`src/rtl/evagg_pkg.sv`:
```
package evagg_pkg;

  localparam int WIN_SHIFT = 12;

  localparam logic [WIN_SHIFT-1:0] OFF_EN_SET = 12'h000;
  localparam logic [WIN_SHIFT-1:0] OFF_EN_CLR = 12'h008;
  localparam logic [WIN_SHIFT-1:0] OFF_STATUS = 12'h018;

  typedef enum logic [1:0] {
    RK_NONE,
    RK_EN_SET,
    RK_EN_CLR,
    RK_STATUS
  } reg_kind_e;

  // decode of a byte offset inside one group window
  function automatic reg_kind_e off_kind(input logic [WIN_SHIFT-1:0] off);
    case (off)
      OFF_EN_SET: return RK_EN_SET;
      OFF_EN_CLR: return RK_EN_CLR;
      OFF_STATUS: return RK_STATUS;
      default:    return RK_NONE;
    endcase
  endfunction

  // next pending word: software clear first, then events on top
  function automatic logic [63:0] next_pending(input logic [63:0] cur,
                                               input logic [63:0] clr,
                                               input logic [63:0] up,
                                               input logic [63:0] dn);
    return (cur & ~clr & ~dn) | up;
  endfunction

endpackage

```
`src/rtl/evagg_map_table.sv`:
```
module evagg_map_table #(
  parameter int DEPTH = 256,
  parameter int GID_W = 16,
  parameter int GRP_W = 2,
  parameter int BIT_W = 6,
  localparam int IDX_W = $clog2(DEPTH)
) (
  input  logic             clk,
  input  logic             rst_n,
  input  logic             wr_en,
  input  logic [IDX_W-1:0] wr_idx,
  input  logic             wr_valid,
  input  logic [GRP_W-1:0] wr_grp,
  input  logic [BIT_W-1:0] wr_bit,
  input  logic [GID_W-1:0] look_gid,
  output logic             look_hit,
  output logic [GRP_W-1:0] look_grp,
  output logic [BIT_W-1:0] look_bit
);

  logic             vld_q [DEPTH];
  logic [GRP_W-1:0] grp_q [DEPTH];
  logic [BIT_W-1:0] bit_q [DEPTH];

  logic             in_range;
  logic [IDX_W-1:0] idx;

  always_ff @(posedge clk or negedge rst_n) begin
    if (!rst_n) begin
      for (int i = 0; i < DEPTH; i++) begin
        vld_q[i] <= 1'b0;
        grp_q[i] <= '0;
        bit_q[i] <= '0;
      end
    end else if (wr_en) begin
      vld_q[wr_idx] <= wr_valid;
      grp_q[wr_idx] <= wr_grp;
      bit_q[wr_idx] <= wr_bit;
    end
  end

  assign in_range = (32'(look_gid) < DEPTH);
  assign idx      = look_gid[IDX_W-1:0];
  assign look_hit = in_range && vld_q[idx];
  assign look_grp = grp_q[idx];
  assign look_bit = bit_q[idx];

  // an out-of-range number never hits, whatever its low bits are
  AST_RANGE_MISS: assert property (@(posedge clk) disable iff (!rst_n)
    (32'(look_gid) >= DEPTH) |-> !look_hit);

  // a table write is visible on the next cycle
  AST_CFG_TAKES: assert property (@(posedge clk) disable iff (!rst_n)
    (wr_en && (look_gid == GID_W'(wr_idx))) |=> (look_hit == $past(wr_valid)));

endmodule

```
`src/rtl/evagg_group.sv`:
```
module evagg_group
  import evagg_pkg::*;
#(
  parameter int BITS = 64
) (
  input  logic            clk,
  input  logic            rst_n,
  input  logic            en_set_we,
  input  logic            en_clr_we,
  input  logic            st_clr_we,
  input  logic [BITS-1:0] wdata,
  input  logic [BITS-1:0] up_vec,
  input  logic [BITS-1:0] dn_vec,
  output logic [BITS-1:0] enable_o,
  output logic [BITS-1:0] status_o,
  output logic            irq_o
);

  logic [BITS-1:0] en_q, st_q;
  logic [BITS-1:0] clr_vec;

  assign clr_vec = st_clr_we ? wdata : '0;

  always_ff @(posedge clk or negedge rst_n) begin
    if (!rst_n) begin
      en_q <= '0;
      st_q <= '0;
    end else begin
      if (en_set_we)      en_q <= en_q | wdata;
      else if (en_clr_we) en_q <= en_q & ~wdata;
      st_q <= next_pending(st_q, clr_vec, up_vec, dn_vec);
    end
  end

  assign enable_o = en_q;
  assign status_o = st_q;
  assign irq_o    = |(st_q & en_q);

  AST_W1S: assert property (@(posedge clk) disable iff (!rst_n)
    en_set_we |=> ((en_q & $past(wdata)) == $past(wdata)));

  AST_W1C: assert property (@(posedge clk) disable iff (!rst_n)
    (en_clr_we && !en_set_we) |=> ((en_q & $past(wdata)) == '0));

  AST_EN_HOLD: assert property (@(posedge clk) disable iff (!rst_n)
    (!en_set_we && !en_clr_we) |=> $stable(en_q));

  AST_ST_CLR: assert property (@(posedge clk) disable iff (!rst_n)
    st_clr_we |=> ((st_q & $past(wdata & ~up_vec)) == '0));

  AST_UP_SETS: assert property (@(posedge clk) disable iff (!rst_n)
    (up_vec != '0) |=> ((st_q & $past(up_vec)) == $past(up_vec)));

  AST_DOWN_CLEARS: assert property (@(posedge clk) disable iff (!rst_n)
    (dn_vec != '0) |=> ((st_q & $past(dn_vec)) == '0));

  AST_EVENT_WINS: assert property (@(posedge clk) disable iff (!rst_n)
    (st_clr_we && ((wdata & up_vec) != '0)) |=> ((st_q & $past(up_vec)) != '0));

  AST_ST_HOLD: assert property (@(posedge clk) disable iff (!rst_n)
    (!st_clr_we && up_vec == '0 && dn_vec == '0) |=> $stable(st_q));

  AST_IRQ_CAUSE: assert property (@(posedge clk) disable iff (!rst_n)
    irq_o |-> (en_q != '0 && st_q != '0));

  AST_ONE_EVT: assert property (@(posedge clk) disable iff (!rst_n)
    $countones(up_vec | dn_vec) <= 1);

endmodule

```
`src/rtl/evagg_top.sv`:
```
module evagg_top
  import evagg_pkg::*;
#(
  parameter int NUM_GRP   = 4,
  parameter int BITS      = 64,
  parameter int MAP_DEPTH = 256,
  parameter int GID_W     = 16,
  localparam int GRP_W  = $clog2(NUM_GRP),
  localparam int BIT_W  = $clog2(BITS),
  localparam int IDX_W  = $clog2(MAP_DEPTH),
  localparam int ADDR_W = GRP_W + WIN_SHIFT
) (
  input  logic              clk,
  input  logic              rst_n,
  input  logic              evt_valid,
  output logic              evt_ready,
  input  logic [GID_W-1:0]  evt_gid,
  input  logic              evt_up,
  output logic              evt_err,
  input  logic              cfg_we,
  input  logic [IDX_W-1:0]  cfg_idx,
  input  logic              cfg_valid,
  input  logic [GRP_W-1:0]  cfg_grp,
  input  logic [BIT_W-1:0]  cfg_bit,
  input  logic              reg_we,
  input  logic [ADDR_W-1:0] reg_addr,
  input  logic [BITS-1:0]   reg_wdata,
  output logic [BITS-1:0]   reg_rdata,
  output logic [NUM_GRP-1:0] vint_irq
);

  logic             evt_fire;
  logic             map_hit;
  logic [GRP_W-1:0] map_grp;
  logic [BIT_W-1:0] map_bit;
  logic [BITS-1:0]  slot_vec;
  logic             drop_now;
  logic             err_q;

  logic [GRP_W-1:0]     sel_grp;
  reg_kind_e            sel_kind;
  logic [BITS-1:0]      en_all [NUM_GRP];
  logic [BITS-1:0]      st_all [NUM_GRP];
  logic [NUM_GRP*BITS-1:0] st_flat;

  assign evt_ready = 1'b1;
  assign evt_fire  = evt_valid && evt_ready;

  evagg_map_table #(
    .DEPTH(MAP_DEPTH), .GID_W(GID_W), .GRP_W(GRP_W), .BIT_W(BIT_W)
  ) map_i (
    .clk(clk), .rst_n(rst_n),
    .wr_en(cfg_we), .wr_idx(cfg_idx), .wr_valid(cfg_valid),
    .wr_grp(cfg_grp), .wr_bit(cfg_bit),
    .look_gid(evt_gid), .look_hit(map_hit),
    .look_grp(map_grp), .look_bit(map_bit)
  );

  assign slot_vec = BITS'(1) << map_bit;
  assign drop_now = evt_fire && !map_hit;

  always_ff @(posedge clk or negedge rst_n) begin
    if (!rst_n)        err_q <= 1'b0;
    else if (drop_now) err_q <= 1'b1;
  end
  assign evt_err = err_q;

  assign sel_grp  = reg_addr[ADDR_W-1:WIN_SHIFT];
  assign sel_kind = off_kind(reg_addr[WIN_SHIFT-1:0]);

  for (genvar g = 0; g < NUM_GRP; g++) begin : g_grp
    logic            here, hit_here;
    logic [BITS-1:0] up_v, dn_v;

    assign here     = reg_we && (sel_grp == GRP_W'(g));
    assign hit_here = evt_fire && map_hit && (map_grp == GRP_W'(g));
    assign up_v     = (hit_here &&  evt_up) ? slot_vec : '0;
    assign dn_v     = (hit_here && !evt_up) ? slot_vec : '0;

    evagg_group #(.BITS(BITS)) grp_i (
      .clk(clk), .rst_n(rst_n),
      .en_set_we(here && sel_kind == RK_EN_SET),
      .en_clr_we(here && sel_kind == RK_EN_CLR),
      .st_clr_we(here && sel_kind == RK_STATUS),
      .wdata(reg_wdata),
      .up_vec(up_v), .dn_vec(dn_v),
      .enable_o(en_all[g]), .status_o(st_all[g]),
      .irq_o(vint_irq[g])
    );

    assign st_flat[g*BITS +: BITS] = st_all[g];
  end

  always_comb begin
    case (sel_kind)
      RK_EN_SET, RK_EN_CLR: reg_rdata = en_all[sel_grp];
      RK_STATUS:            reg_rdata = st_all[sel_grp];
      default:              reg_rdata = '0;
    endcase
  end

  AST_ERR_STICKY: assert property (@(posedge clk) disable iff (!rst_n)
    evt_err |=> evt_err);

  AST_DROP_RAISES: assert property (@(posedge clk) disable iff (!rst_n)
    drop_now |=> evt_err);

  AST_DROP_QUIET: assert property (@(posedge clk) disable iff (!rst_n)
    (drop_now && !reg_we) |=> $stable(st_flat));

  AST_UNUSED_OFF: assert property (@(posedge clk) disable iff (!rst_n)
    (sel_kind == RK_NONE) |-> (reg_rdata == '0));

  AST_READY: assert property (@(posedge clk) disable iff (!rst_n)
    evt_valid |-> evt_ready);

endmodule

```
`config.mk`:
```
export PLATFORM = sky130hd
export DESIGN_NAME = evagg_top
export DESIGN_NICKNAME = d
export VERILOG_FILES = /design/src/rtl/evagg_pkg.sv /design/src/rtl/evagg_map_table.sv /design/src/rtl/evagg_group.sv /design/src/rtl/evagg_top.sv
export SDC_FILE = /design/constraint.sdc
export NUM_CORES = 2
export LEC_CHECK = 0
export BUFFER_PORTS_ARGS = -buffer_cell sky130_fd_sc_hd__buf_2
export CORE_MARGIN = 2
export CORE_UTILIZATION = 45
export DETAILED_ROUTE_END_ITERATION = 6
export HOLD_SLACK_MARGIN = 0.05
export SLEW_MARGIN = 20
export SYNTH_ARGS = -nofsm -noshare
export SYNTH_HDL_FRONTEND = slang
export SYNTH_SLANG_ARGS = --single-unit
```
`constraint.sdc`:
```
create_clock -name clk -period 3.02 [get_ports clk]
set_clock_uncertainty 0.15 [all_clocks]
set_input_delay 0.302 -clock clk [delete_from_list [all_inputs] [get_ports clk]]
set_output_delay 0.302 -clock clk [all_outputs]
set_load 0.1 [all_outputs]
```
==> metrics.md <==
| Metric | Value |
|---|---|
| Warnings from Yosys | `0` |
| Dominant register cell in the synthesized netlist | `sky130_fd_sc_hd__dfrtp_1` |
| Die Y-Extent | `551 µm` |
| I/O pins | `around 190` |
| Placed inst area | `roughly 150000 µm²` |
| Weighted congestion at the end of routability-driven global placement | `0.982` |
| Power density over the cells | `between 500 and 600 nW/µm²` |
| Flop2flop setup slack | `-0.90 ns` |
| Unrepaired setup endpoints after global routing | `yes` |
| Max-cap violation count | `0` |
| Final clock period utilization by the worst path | `1.30` |
| Non-Filler Instances | `approximately 15000` |
| Share of flip-flops with an asynchronous set or reset | `1.00` |
| DIE AREA | `303000 µm²` |
| Clock slew at the register clock pins of the worst setup and hold paths | `0.06 ns` |
| Average via count per standard cell | `between 6 and 7` |
| Worst-case headroom to the max-slew limit | `0.272` |
| Cell taking the most area after synthesis | `sky130_fd_sc_hd__dfrtp_1` |
| Pin count of the biggest net entering global routing | `around 130` |
| Main area contributors after synthesis | `sky130_fd_sc_hd__dfrtp_1 (52%), sky130_fd_sc_hd__mux2_2 (21%), sky130_fd_sc_hd__mux4_2 (10%)` |
| Drt wl/cell | `34.3 µm` |
| Count of mapped cells out of synthesis | `9468` |
| Number of max-slew violations in the final report | `0` |
| Yosys reg bits | `between 2000 and 3000` |
| Wire length after detailed routing | `about 500000 µm` |
| Initial DRT Pass Iterations | `6` |
| Maximum fanout count along the critical path | `32` |
| Buf+Inv Stages, Crit Path | `4` |
| Clock sink total | `approximately 2800` |
| Start point of the worst hold path | `cfg_bit[1]` |
| Detailed router's first-iteration violation count | `around 11000` |
| Hold Path End | `map_i.bit_q[1279]$_DFFE_PN0P_` |
| Met1 Resource Use GR | `0.470` |
| Violations in the final reports | `negative hold slack, negative setup slack` |
| ANT nets after route | `0` |
| Number of buffer cells added on primary ports | `~190` |
| Area Growth Syn to Fin | `24.1%` |
| Utilization after layout | `0.562` |
| Post-synthesis instance area | `between 100000 and 150000 µm²` |
| Share of synthesized area occupied by flip-flops and latches | `0.524` |
| Worst Setup Path Type | `flop to flop` |
| Clock tree from TritonCTS | `done` |
| Yosys top cell area share | `0.524` |
| Number of H-tree levels | `5` |
| Initial antenna violation count | `36` |
| Reg-to-reg startpoint | `map_i.vld_q[32]$_DFFE_PN0P_` |
| Depth of the most critical reg-to-reg path | `13` |
| Highest ir drop seen on vdd | `530 µV` |
| Number of endpoints failing setup at the final stage | `slightly above 300` |
| Highest-count cells in the layout ignoring fill and taps | `sky130_fd_sc_hd__dfrtp_1 (2789), sky130_fd_sc_hd__mux2_2 (2381), sky130_fd_sc_hd__buf_4 (1033)` |
| Met2 routing resource usage after global routing | `0.481` |
| Number of distinct library cells after synthesis | `77` |
| Worst-Skew Late Latency | `roughly 0.96 ns` |
| Combined flip-flop and latch cell area | `around 71000 µm²` |
| Die width | `551 µm` |
| Number of nets in the synthesized netlist | `roughly 9600` |
| Average cell area after synthesis | `between 10 and 15 µm²` |
| Outcome | `finished, violations left` |
| Final Hold Vio Count | `1` |
| Placed Cells | `14100` |
| Nets@finish | `between 10000 and 15000` |
| Max frequency | `approximately 0.26 GHz` |
| Tmin final | `between 3 and 4 ns` |
| Crit path setup slack, layout | `-0.897 ns` |
| Total clock buffers created by CTS | `~320` |
| Total global routing overflow | `0` |
| Via count of the routed design | `~95000` |
| Root Buffer Master | `sky130_fd_sc_hd__clkbuf_16` |
| Leakage dissipation | `approximately 78 nW` |
| Max stage delay on crit path | `around 0.56 ns` |
| Total half-perimeter wirelength after legalization and detailed placement | `around 350000 µm` |
| Global-route usage over all layers | `0.333` |
| Worst hold stages | `2` |
| Met3 usage | `0.103` |
| Initial Utilization | `0.453` |
| Share of cells above drive strength 1 | `0.520` |
| Power, Total | `between 80 and 90 mW` |
| FP Rows | `200` |
| Kind of cell adding the most delay to the critical path | `multiplexers` |
| Launching element type of the critical path | `flop` |
| Filler Cell Count | `roughly 24000` |
| Worst slew pin tran | `approximately 1.1 ns` |
| Required time at the endpoint of the critical path | `around 3.7 ns` |
| Summed area of non-filler cells in the final layout | `around 170000 µm²` |
| Terminus of the critical flop-to-flop path | `g_grp[0].grp_i.status_o[49]$_DFF_PN0_` |
| Setup WS pre-CTS | `-1.90 ns` |
| GRT busiest layer | `met2` |
| Most common library cell in the layout ignoring fill and taps | `sky130_fd_sc_hd__dfrtp_1` |
| Vias in the first global route | `between 90000 and 100k` |
| Final routed DRC violation total | `0` |
| Max stage delay cell, worst path | `sky130_fd_sc_hd__mux4_2` |
| Hold WC Path Type | `input port to flop` |
| Area inside the core boundary | `~300000 µm²` |
| Area of the multi-input gates | `between 60000 and 70000 µm²` |
| Series of cell instances along the critical path | `mux4_2 > mux4_2 > mux2_4 > o2111ai_4 > o211ai_1 > nand4_1 > buf_6 > buf_6 > buf_4 > nor4_4 > buf_12 > nand3_1 > mux2_2` |
| First-pass GRT wire length | `roughly 730000 µm` |
| Final Hold Slack | `-0.00235 ns` |
| Largest buffer count on any clock path | `4` |
| Sort of element at the end of the critical path | `flop` |
| Critical path data arrival time | `approximately 4.6 ns` |
| Total negative slack | `-204.39 ns` |
| EDFF count, synth | `0` |
-- final cells by class --
cell class | count | area share
flip-flops and latches | 2817 | 0.422
multi-input cells | 5835 | 0.379
repair buffers | 1630 | 0.103
clock buffers | 456 | 0.0558
well taps | 3939 | 0.0295
clock inverters | 112 | 0.00987
diodes | 15 | 0.000225
inverters | 8 | 0.000202
-- worst register-to-register path, stage by stage (launching register included) --
cell                        delay, ns
sky130_fd_sc_hd__dfrtp_1         0.38
sky130_fd_sc_hd__mux4_2          0.52
sky130_fd_sc_hd__mux4_2          0.56
sky130_fd_sc_hd__mux2_4          0.32
sky130_fd_sc_hd__o2111ai_4       0.24
sky130_fd_sc_hd__o211ai_1        0.24
sky130_fd_sc_hd__nand4_1         0.18
sky130_fd_sc_hd__buf_6           0.14
sky130_fd_sc_hd__buf_6           0.11
sky130_fd_sc_hd__buf_4           0.11
sky130_fd_sc_hd__nor4_4          0.04
sky130_fd_sc_hd__buf_12          0.20
sky130_fd_sc_hd__nand3_1         0.27
sky130_fd_sc_hd__mux2_2          0.34
-- routing by layer --
layer  wire, µm  vias to the layer above
met5        249                        -
met4      22700                       30
met3      56400                     1190
met2     218000                     4854
met1     210000                    51300
li1           -                    38100
-- sequential cells by signal, indices dropped and copies added, names as in the netlist, named ones only --
register              cells
map_i.bit_q            1536
map_i.grp_q             512
g_grp.grp_i.status_o    256
map_i.vld_q             256
evt_err                   1
-- report_power, final --
part           switching, mW  total, mW  leakage, nW  internal [mW]
combinational           5.18       8.91         33.3           3.73
clock                   16.6       40.7         5.39           24.1
sequential             0.754       40.0         38.9           39.2
-- how the worst max path moves through the flow --
stage,cells after the start,start,end,slack (ns)
floorplan,16,evt_gid[0],g_grp[2].grp_i.status_o[53]$_DFF_PN0_,-0.71
global placement,15,evt_gid[0],g_grp[1].grp_i.status_o[28]$_DFF_PN0_,-1.93
detailed placement,15,evt_gid[0],g_grp[1].grp_i.status_o[28]$_DFF_PN0_,-1.90
CTS,14,map_i.vld_q[32]$_DFFE_PN0P_,g_grp[3].grp_i.status_o[63]$_DFF_PN0_,-0.87
global route,13,map_i.vld_q[33]$_DFFE_PN0P_,g_grp[0].grp_i.status_o[49]$_DFF_PN0_,-0.90
finish,13,map_i.vld_q[32]$_DFFE_PN0P_,g_grp[0].grp_i.status_o[49]$_DFF_PN0_,-0.90
-- kinds of logic (layout without fill, tap and decap cells) --
kind of cell,count (synthesis),in the layout,share of synthesized area
muxes,3461,3461,0.339
DFF,2817,2817,0.524
and+or+nand+nor,1315,1316,0.0466
AOI/OAI and AO/OA,1052,1052,0.0618
buffers and inverters,817,2206,0.0286
adders and majority gates,4,4,0.000372
other,1,16,0.0000279
xor gates and xnor gates,1,1,0.0000651
-- repair_timing --
item | CTS | global route
setup endpoints to repair | 325 | 325
setup buffers | 68 | 12
pin swaps | 112 | 48
endpoints found under the hold margin | 3029 | 0
hold buffers | 79 | 0
resized for setup | 477 | 134
gates cloned | 32 | 7
-- synthesized netlist by cell type, drive strengths merged, types with 5 or more instances --
master,instances
dfrtp,2817
mux2,2587
mux4,617
clkbuf,570
nand2,483
a22o,329
nor2,304
a21boi,258
mux2i,257
buf,239
a22oi,184
nand3,176
nand4,172
a221oi,83
a21oi,37
nor4,37
nor2b,35
nor3,31
o21ai,25
o22ai,23
nand2b,20
a31oi,18
o211ai,16
and2,15
a211oi,14
or4,12
o221ai,8
a21o,7
and3,7
inv,7
o2111ai,6
o211a,6
or2,5
Power figures use the tool's default switching activity.
